--- config.mk ---
export PLATFORM = sky130hd
export DESIGN_NAME = touch_detect
export DESIGN_NICKNAME = d
export VERILOG_FILES = /design/src/rtl/touch_pkg.sv /design/src/rtl/touch_avg.sv /design/src/rtl/touch_base.sv /design/src/rtl/touch_deb.sv /design/src/rtl/touch_detect.sv
export SDC_FILE = /design/constraint.sdc
export NUM_CORES = 1
export LEC_CHECK = 0
export CORE_ASPECT_RATIO = 1.4
export CORE_UTILIZATION = 60
export DETAILED_ROUTE_END_ITERATION = 10
export GPL_ROUTABILITY_DRIVEN = 0
export PLACE_DENSITY = 0.79
export SETUP_SLACK_MARGIN = 0.05
export SLEW_MARGIN = 20
export SYNTH_ARGS = -nofsm -noshare
export SYNTH_HDL_FRONTEND = slang
export SYNTH_HIERARCHICAL = 1
export SYNTH_SLANG_ARGS = --single-unit
--- constraint.sdc ---
create_clock -name clk -period 18.3 [get_ports clk]
set_input_delay 2.745 -clock clk [delete_from_list [all_inputs] [get_ports clk]]
set_output_delay 2.745 -clock clk [all_outputs]
set_load 0.01 [all_outputs]
--- src/rtl/touch_pkg.sv ---
package touch_pkg;
  localparam int RAW_W_DEF = 16;
  localparam int CFG_W_DEF = 8;
  localparam int ORD_W_DEF = 2;
endpackage

--- src/rtl/touch_avg.sv ---
module touch_avg #(
  parameter int RAW_W = touch_pkg::RAW_W_DEF,
  parameter int ORD_W = touch_pkg::ORD_W_DEF
) (
  input  logic             clk,
  input  logic             rst_n,
  input  logic             smp_vld,
  input  logic [RAW_W-1:0] smp_raw,
  input  logic             avg_en,
  input  logic [ORD_W-1:0] avg_ord,
  output logic [RAW_W-1:0] filt
);
  localparam int MAXORD = (1 << ORD_W) - 1;
  localparam int HIST   = (1 << MAXORD) - 1;
  localparam int SUM_W  = RAW_W + MAXORD;

  logic [RAW_W-1:0] hist_q [HIST];
  logic [RAW_W-1:0] hist_d [HIST];
  logic [SUM_W-1:0] acc;
  logic [SUM_W-1:0] mean;

  genvar g;
  generate
    for (g = 0; g < HIST; g++) begin : g_slot
      if (g == 0) begin : g_head
        assign hist_d[g] = smp_raw;
      end else begin : g_tail
        assign hist_d[g] = hist_q[g-1];
      end
      always_ff @(posedge clk or negedge rst_n) begin
        if (!rst_n)       hist_q[g] <= '0;
        else if (smp_vld) hist_q[g] <= hist_d[g];
      end
    end
  endgenerate

  always_comb begin
    acc = SUM_W'(smp_raw);
    for (int i = 0; i < HIST; i++) begin
      if (32'(i) + 32'd1 < (32'd1 << avg_ord)) acc = acc + SUM_W'(hist_q[i]);
    end
    mean = acc >> avg_ord;
  end

  assign filt = avg_en ? mean[RAW_W-1:0] : smp_raw;
endmodule

--- src/rtl/touch_base.sv ---
module touch_base #(
  parameter int RAW_W = touch_pkg::RAW_W_DEF,
  parameter int CFG_W = touch_pkg::CFG_W_DEF
) (
  input  logic             clk,
  input  logic             rst_n,
  input  logic             smp_vld,
  input  logic [RAW_W-1:0] filt,
  input  logic             touched,
  input  logic [CFG_W-1:0] noise_th,
  input  logic [CFG_W-1:0] bucket_th,
  input  logic [CFG_W-1:0] neg_th,
  input  logic [CFG_W-1:0] low_rst,
  input  logic             auto_rst,
  output logic [RAW_W-1:0] base,
  output logic             init
);
  logic [RAW_W-1:0] base_q, base_d;
  logic [CFG_W-1:0] bucket_q, bucket_d;
  logic [CFG_W-1:0] neg_q, neg_d;
  logic             init_q, init_d;
  logic [RAW_W-1:0] pos, below;
  logic [CFG_W:0]   bsum, ncnt, lim;

  always_comb begin
    base_d   = base_q;
    bucket_d = bucket_q;
    neg_d    = neg_q;
    init_d   = init_q;
    pos      = filt - base_q;
    below    = base_q - filt;
    bsum     = {1'b0, bucket_q} + {1'b0, pos[CFG_W-1:0]};
    ncnt     = {1'b0, neg_q} + {{CFG_W{1'b0}}, 1'b1};
    lim      = (low_rst == '0) ? {{CFG_W{1'b0}}, 1'b1} : {1'b0, low_rst};
    if (smp_vld) begin
      if (!init_q) begin
        base_d   = filt;
        init_d   = 1'b1;
        bucket_d = '0;
        neg_d    = '0;
      end else if (filt >= base_q) begin
        neg_d = '0;
        if (!touched && (pos < RAW_W'(noise_th))) begin
          if (bsum >= {1'b0, bucket_th}) begin
            bucket_d = '0;
            if (base_q != '1) base_d = base_q + RAW_W'(1);
          end else begin
            bucket_d = bsum[CFG_W-1:0];
          end
        end
      end else if (below > RAW_W'(neg_th)) begin
        if (auto_rst && (ncnt >= lim)) begin
          base_d   = filt;
          neg_d    = '0;
          bucket_d = '0;
        end else begin
          neg_d = ncnt[CFG_W] ? '1 : ncnt[CFG_W-1:0];
        end
      end else begin
        neg_d = '0;
      end
    end
  end

  always_ff @(posedge clk or negedge rst_n) begin
    if (!rst_n) begin
      base_q   <= '0;
      bucket_q <= '0;
      neg_q    <= '0;
      init_q   <= 1'b0;
    end else if (smp_vld) begin
      base_q   <= base_d;
      bucket_q <= bucket_d;
      neg_q    <= neg_d;
      init_q   <= init_d;
    end
  end

  assign base = base_q;
  assign init = init_q;
endmodule

--- src/rtl/touch_deb.sv ---
module touch_deb #(
  parameter int RAW_W = touch_pkg::RAW_W_DEF,
  parameter int CFG_W = touch_pkg::CFG_W_DEF
) (
  input  logic             clk,
  input  logic             rst_n,
  input  logic             eval,
  input  logic [RAW_W-1:0] diff,
  input  logic [CFG_W-1:0] finger_th,
  input  logic [CFG_W-1:0] hyst,
  input  logic [CFG_W-1:0] debounce,
  output logic             touch
);
  logic             touch_q, touch_d;
  logic [CFG_W-1:0] cnt_q, cnt_d;
  logic [CFG_W:0]   on_lvl, c1, lim;
  logic             qual, off;

  always_comb begin
    on_lvl  = {1'b0, finger_th} + {1'b0, hyst};
    qual    = diff >= RAW_W'(on_lvl);
    off     = ((RAW_W+1)'(diff) + (RAW_W+1)'(hyst)) < (RAW_W+1)'(finger_th);
    c1      = {1'b0, cnt_q} + {{CFG_W{1'b0}}, 1'b1};
    lim     = (debounce == '0) ? {{CFG_W{1'b0}}, 1'b1} : {1'b0, debounce};
    touch_d = touch_q;
    cnt_d   = cnt_q;
    if (eval) begin
      if (touch_q) begin
        if (off) begin
          touch_d = 1'b0;
          cnt_d   = '0;
        end
      end else if (qual) begin
        if (c1 >= lim) begin
          touch_d = 1'b1;
          cnt_d   = '0;
        end else begin
          cnt_d = c1[CFG_W-1:0];
        end
      end else begin
        cnt_d = '0;
      end
    end
  end

  always_ff @(posedge clk or negedge rst_n) begin
    if (!rst_n) begin
      touch_q <= 1'b0;
      cnt_q   <= '0;
    end else if (eval) begin
      touch_q <= touch_d;
      cnt_q   <= cnt_d;
    end
  end

  assign touch = touch_q;
endmodule

--- src/rtl/touch_detect.sv ---
module touch_detect #(
  parameter int RAW_W = touch_pkg::RAW_W_DEF,
  parameter int CFG_W = touch_pkg::CFG_W_DEF,
  parameter int ORD_W = touch_pkg::ORD_W_DEF
) (
  input  logic             clk,
  input  logic             rst_n,
  input  logic             smp_vld,
  input  logic [RAW_W-1:0] smp_raw,
  input  logic             cfg_avg_en,
  input  logic [ORD_W-1:0] cfg_avg_ord,
  input  logic [CFG_W-1:0] cfg_finger_th,
  input  logic [CFG_W-1:0] cfg_hyst,
  input  logic [CFG_W-1:0] cfg_debounce,
  input  logic [CFG_W-1:0] cfg_noise_th,
  input  logic [CFG_W-1:0] cfg_bucket_th,
  input  logic [CFG_W-1:0] cfg_neg_th,
  input  logic [CFG_W-1:0] cfg_low_rst,
  input  logic             cfg_auto_rst,
  output logic             touch,
  output logic [RAW_W-1:0] raw_out,
  output logic [RAW_W-1:0] base_out,
  output logic [RAW_W-1:0] diff_out
);
  logic [RAW_W-1:0] filt;
  logic [RAW_W-1:0] base_now;
  logic             base_init;
  logic [RAW_W-1:0] diff_now;
  logic [RAW_W-1:0] raw_q, diff_q;

  touch_avg #(.RAW_W(RAW_W), .ORD_W(ORD_W)) u_avg (
    .clk(clk), .rst_n(rst_n), .smp_vld(smp_vld), .smp_raw(smp_raw),
    .avg_en(cfg_avg_en), .avg_ord(cfg_avg_ord), .filt(filt)
  );

  touch_base #(.RAW_W(RAW_W), .CFG_W(CFG_W)) u_base (
    .clk(clk), .rst_n(rst_n), .smp_vld(smp_vld), .filt(filt),
    .touched(touch), .noise_th(cfg_noise_th), .bucket_th(cfg_bucket_th),
    .neg_th(cfg_neg_th), .low_rst(cfg_low_rst), .auto_rst(cfg_auto_rst),
    .base(base_now), .init(base_init)
  );

  assign diff_now = (base_init && (filt >= base_now)) ? (filt - base_now) : '0;

  touch_deb #(.RAW_W(RAW_W), .CFG_W(CFG_W)) u_deb (
    .clk(clk), .rst_n(rst_n), .eval(smp_vld && base_init), .diff(diff_now),
    .finger_th(cfg_finger_th), .hyst(cfg_hyst), .debounce(cfg_debounce),
    .touch(touch)
  );

  always_ff @(posedge clk or negedge rst_n) begin
    if (!rst_n) begin
      raw_q  <= '0;
      diff_q <= '0;
    end else if (smp_vld) begin
      raw_q  <= filt;
      diff_q <= diff_now;
    end
  end

  assign raw_out  = raw_q;
  assign diff_out = diff_q;
  assign base_out = base_now;
endmodule

# ---- Word-level counts from Yosys, hierarchy flattened
# Index checks and enable logic that the tools add are counted.
dict set report totals {
  out_inout_bits 49
  elab_cells 101
  ff_bits 186
}
dict set report classes {
  magnitude_cmp 15
  mux 37
  n_eq_ne 7
  add_sub_neg 15
  shift 2
  n_reduce_logical 10
}
# operator n
set ops {}
lappend ops {{$mux 16} 9}
lappend ops {{$mux 8} 17}
lappend ops {{$mux 19} 7}
lappend ops {{$lt 3x32->1 const A} 4}
lappend ops {{$add 19x16->19} 6}
lappend ops {{$lt 2x32->1 const A} 2}
lappend ops {{$lt 1x32->1 const A} 1}
lappend ops {{$shl 1x2->32 const A} 1}
lappend ops {{$sub 16x16->16} 2}
lappend ops {{$shr 19x2->16} 1}
lappend ops {{$add 8x1->9 const B} 2}
lappend ops {{$add 8x8->9} 2}
lappend ops {{$ge 9x9->1} 2}
lappend ops {{$add 16x16->17} 1}
lappend ops {{$add 16x8->17} 1}
lappend ops {{$lt 17x8->1} 1}
lappend ops {{$add 16x1->16 const B} 1}
lappend ops {{$ge 16x16->1} 1}
lappend ops {{$ge 16x9->1} 1}
lappend ops {{$gt 16x8->1} 1}
lappend ops {{$logic_not 8->1} 2}
lappend ops {{$lt 16x8->1} 1}
lappend ops {{$ne 16x16->1 const B} 1}
lappend ops {{$ne 3x3->1 const B} 5}
lappend ops {{other kinds (8)} 14}

# ---- Logic depth before layout (Yosys ltp)
# Gate-level depths: netlist of the first run.
dict set report depth {
  depth_word 24
  ltp_mapped 73
}

# ---- By module
# Netlist of the first run, hierarchy kept.
# mod area_each_um2 cells_per_inst seq_area_each_um2 n_inst
set modules_own_cells {}
lappend modules_own_cells {touch_avg 10960.5 1240 2802.7 1}
lappend modules_own_cells {touch_base 4894.7 642 825.8 1}
lappend modules_own_cells {touch_detect 2185.8 212 800.8 1}
lappend modules_own_cells {touch_deb 1873.0 236 225.2 1}

# ---- Worst setup path before layout of the first run
# No wires, ideal clock.
dict set report synth_timing {
  kind {in2reg}
  from {in smp_raw[0]}
  to {reg u_deb.cnt_q[6]}
  stages 71
  required_ns 18.180
  arrival_time_ns 15.306
  slack_ns 2.874
  cell_sequence {ha_1 > fa_1 > a21oi_1 > nor2_1 > nor2_1 > xor2_1 > o21ai_0 > ha_1 > and3_1 > a211oi_1 > o21ai_0 > xnor2_1 > a21oi_1 > ha_1 > buf_6 > and3_1 > o31ai_1 > o21ai_0 > [35 not listed] > o21ai_2 > buf_6 > nor2_4 > ha_1 > inv_1 > fa_1 > nand2b_1 > nand2b_1 > a21oi_1 > xnor2_1 > ha_1 > a21o_1 > a221oi_1 > o21ai_0 > a21oi_1 > o211ai_2 > o31a_1 > a41o_1}
}
dict set report synth_between {
  elab_chain_len 23
}
# element line_no
set synth_lines {}
lappend synth_lines {{from (decl)} touch_detect.sv:9} ;# input logic [RAW_W-1:0] smp_raw,
lappend synth_lines {{$add 16x16->17} touch_avg.sv:40} ;# if (32'(i) + 32'd1 < (32'd1 << avg_ord)) acc = acc + SUM_W'(hist_q[i]);
lappend synth_lines {{$mux 19 *} touch_avg.sv:40}
lappend synth_lines {{$add 19x16->19} touch_avg.sv:40}
lappend synth_lines {{$mux 19 *} touch_avg.sv:40}
lappend synth_lines {{$add 19x16->19} touch_avg.sv:40}
lappend synth_lines {{$mux 19 *} touch_avg.sv:40}
lappend synth_lines {{$add 19x16->19} touch_avg.sv:40}
lappend synth_lines {{$mux 19 *} touch_avg.sv:40}
lappend synth_lines {{[8 not listed]} -}
lappend synth_lines {{via filt[13]} touch_detect.sv:25} ;# logic [RAW_W-1:0] filt;
lappend synth_lines {{$ge 16x16->1 *} touch_detect.sv:43} ;# assign diff_now = (base_init && (filt >= base_now)) ? (filt - base_now) : '0;
lappend synth_lines {{$logic_and 1x1->1 *} touch_detect.sv:43}
lappend synth_lines {{$mux 16 *} touch_detect.sv:43}
lappend synth_lines {{via diff_now[0]} touch_detect.sv:28} ;# logic [RAW_W-1:0] diff_now;
lappend synth_lines {{$add 16x8->17} touch_deb.sv:22} ;# off = ((RAW_W+1)'(diff) + (RAW_W+1)'(hyst)) < (RAW_W+1)'(finger_th);
lappend synth_lines {{$lt 17x8->1} touch_deb.sv:22}
lappend synth_lines {{$ne 2x2->1 (no line)} -}
lappend synth_lines {{$reduce_and 2->1 (no line)} -}
lappend synth_lines {{to (signal assigned)} touch_deb.sv:52} ;# cnt_q <= cnt_d;
lappend synth_lines {{to (decl)} touch_deb.sv:15} ;# logic [CFG_W-1:0] cnt_q, cnt_d;
# The timed path passes the listed nets; every way through them passes the cells marked *.
# A chain may end at the register's enable or synchronous reset.

# ---- Worst setup path after layout of the first run
dict set report layout_timing {
  from {in smp_raw[1]}
  to {reg u_deb.cnt_q[2]}
}
# The elaborated chain is that of the path after synthesis.

==> summary.txt, run 1 <==
Ratio of cells with drive above 1 in the final layout -> 11.3%
CTS Buf Count -> 17
Placeable Area -> 32500 um2
DR vias -> 18421
Post-layout util -> 68.3%
Slowest CP cell -> clkdlybuf4s50_1
Arrival time of the worst setup path -> 17.65 ns
Standby leakage power -> 10.5 nW
DR pass1 iterations -> 6
DR iter-0 viols -> 1316
Residual DRC -> 0
Placed cell count -> 2849
WL final -> 56.5 mm
Path type of the worst setup path -> in -> reg
Cell count after synthesis -> 2330
Placed Instance Area -> 21600 um2
H-tree lvl count -> 4
Part of the Yosys area used for sequential elements -> 23.4%
Synthesized flop and latch total -> 186
I/O Pins -> 128
Clk Latency, worst-skew pair -> 0.47 ns
Die X -> 156 um
CTS tree -> built
Hold Violations, Final -> 0
Slew Limit Headroom -> 29.6%
Maximum VDD drop -> 0.0925 mV
Yosys cell types -> 104
Clk sinks -> 186
Syn_nets -> 2665
Reg2Reg Depth -> 65
CP required -> 18.63 ns
PnR worst setup slack -> 0.977 ns
Number of global-route vias before repair -> 18636
Wire length of the first global-routing pass -> 91.9 mm
Fin cells -> 2881
Synth Warn # -> 6
Max-slew violations -> 0
Initial antenna violation count -> 0
Avg Inst Size Synth -> 8.55 um2
CTS clk-pin slew, worst paths -> 0.07 ns
Hold Crit Depth -> 1
Mapped cell area -> 19900 um2
Type of the tightest min-delay check -> reg -> reg
Post-DP HPWL -> 44.0 mm
GRT Overall Usage -> 34.0%
Die ar. -> 33900 um2
Port buffer count -> 127
Final hold slack -> 0.501 ns
Setup_tns -> 0 ns
Tmin final -> 17.32 ns
Crit path top cell by count -> ha_1
Largest stage delay on the critical path -> 0.61 ns
Area Overhead vs Synth -> 11.5%
Ys flop type -> dfrtp_1
Worst-Margin Slew -> 1.05 ns
Largest net degree at the start of global routing -> 80
Post-route design area -> 22200 um2
CP Capture Type -> flop
Starting density of the core -> 61.3%
CTS max path bufs -> 2
FP Rows -> 78
Post-DRT Antenna Nets -> 0
Max Freq -> 57.7 MHz
Post-synth EDFFs -> 0
Final setup viols -> 0
Root Driver -> clkbuf_16
Max_cap viols -> 0
Async S/R FF share, synth -> 100%
Nets -> 2763
Hold bufs inserted after CTS -> 0
Crit start category -> primary input
DR vias/cell -> 6.39
Pwr Density -> 201 nW/um2
Die height -> 218 um
Final Total Pwr -> 4.46 mW
Fill count -> 2701
Clock skew -> 0.0116 ns
Outcome -> finished, final reports clean
Unrepaired setup endpoints after global routing -> false
Avg WL per Cell -> 19.6 um
Crit-path max FO -> 7
Congestion Overflow GR -> 0
Final Cycle Share -> 94.7%
Diode count -> 0
Placement Setup Slack -> 0.601 ns
per-layer routing:
metal | GRT usage, % | wire, um | share of wire [%] | vias up
met3 | 4.97 | 3010 | 5.3 | 212
li1 | - | - | - | 8672
met4 | 20.4 | 3300 | 5.8 | 0
met5 | 0 | 0 | 0 | -
met2 | 61.2 | 28600 | 51 | 762
met1 | 37.7 | 21600 | 38 | 8775
worst max-delay path, delay by kind of cell:
family	cells	cell delay [ns]
and+or+nand+nor	12	2.30
adders and majority gates	9	2.83
AOI/OAI and AO/OA	35	7.81
muxes	1	0.28
buffers and inverters	3	0.87
xor gates and xnor gates	6	0.77
flip-flops by register name (all words and copies together), names as in the netlist, 8 cells and up:
register	cells
diff_out	16
u_base/bucket_q	8
u_avg/hist_q	16
u_deb/cnt_q	8
u_base/base	16
u_base/neg_q	8
u_avg/hist_d	96
raw_out	16
final timing paths:
path / from / to / slack (ns)
max: smp_raw[1] / u_deb/cnt_q[2] / 0.98
min: diff_out[9] / diff_out[9] / 0.50
max reg2reg: u_avg/hist_d[81] / u_deb/cnt_q[2] / 3.44
min reg2reg: diff_out[9] / diff_out[9] / 0.50
max in group asynchronous: rst_n / u_avg/hist_d[23] / 13.92
min in group asynchronous: rst_n / u_base/bucket_q[4] / 2.21
placed cells by master, fill, tap and decap left out, types with 119 or more instances in the layout:
master	instances
ha_1	243
inv_1	203
a21oi_1	188
dfrtp_1	186
nand2_1	141
mux2_2	139
nor2_1	136
o21ai_0	132
clkdlybuf4s50_1	124
a21o_1	119
kinds of logic after synthesis:
| logic type | after synthesis | synth area share [%] |
|---|---|---|
| adder cells (fa/ha/maj) | 256 | 16.6 |
| flip-flops | 186 | 23.4 |
| multiplexers | 152 | 8.61 |
| buffers and inverters | 282 | 5.76 |
| XOR/XNOR | 146 | 6.46 |
| AO/OA/AOI/OAI | 759 | 25.5 |
| AND/OR/NAND/NOR | 549 | 13.7 |
cell type report:
type	instances	area, um2	share of cell area [%]
sequential	186	4650	21.0
inverter	206	773	3.48
tap	440	551	2.48
multi-input combinational	1862	14100	63.7
clock inverter	14	168	0.755
clock buffer	18	439	1.98
timing repair buffer	155	1480	6.67
where the power goes:
part	total (mW)	switching, mW	internal [mW]	leakage (nW)
clock	0.394	0.175	0.219	0.293
sequential	0.655	0.127	0.528	2.26
combinational	3.41	1.99	1.43	7.98
Yosys cell counts (34+ instances only):
cell      instances  area share, %
mux2_2          139            7.9
nand2_1         141            2.7
inv_1           203            3.8
o21ai_0         133            3.3
a21o_1          119            4.5
nand2b_1         34            1.1
nand3_1          62            1.6
dfrtp_1         186             23
ha_1            243             15
xor2_1           54            2.4
a31oi_1          35            1.1
xnor2_1          91            4.0
nor2_1          137            2.6
a21oi_1         188            4.7
clkbuf_1         46           0.87
repair_timing:
item,CTS,global route
hold endpoints to repair,0,0
buffers inserted,0,0
setup endpoints to repair,0,8
resized for setup,0,3
Power figures use the tool's default switching activity.
==> run 2: changes to the inputs <==
--- a/config.mk
+++ b/config.mk
@@ -9,6 +9,7 @@
 export CORE_UTILIZATION = 60
 export DETAILED_ROUTE_END_ITERATION = 10
 export GPL_ROUTABILITY_DRIVEN = 0
+export HOLD_SLACK_MARGIN = 0.02
 export PLACE_DENSITY = 0.79
 export SETUP_SLACK_MARGIN = 0.05
 export SLEW_MARGIN = 20
==> results of run 2 <==
No change in the layout: final DEF, timing and power equal those of run 1.
==> run 3: changes to the inputs <==
--- a/config.mk
+++ b/config.mk
@@ -17,3 +17,4 @@
 export SYNTH_HDL_FRONTEND = slang
 export SYNTH_HIERARCHICAL = 1
 export SYNTH_SLANG_ARGS = --single-unit
+export TNS_END_PERCENT = 20
==> results of run 3 <==
No change in the layout: final DEF, timing and power equal those of run 1.
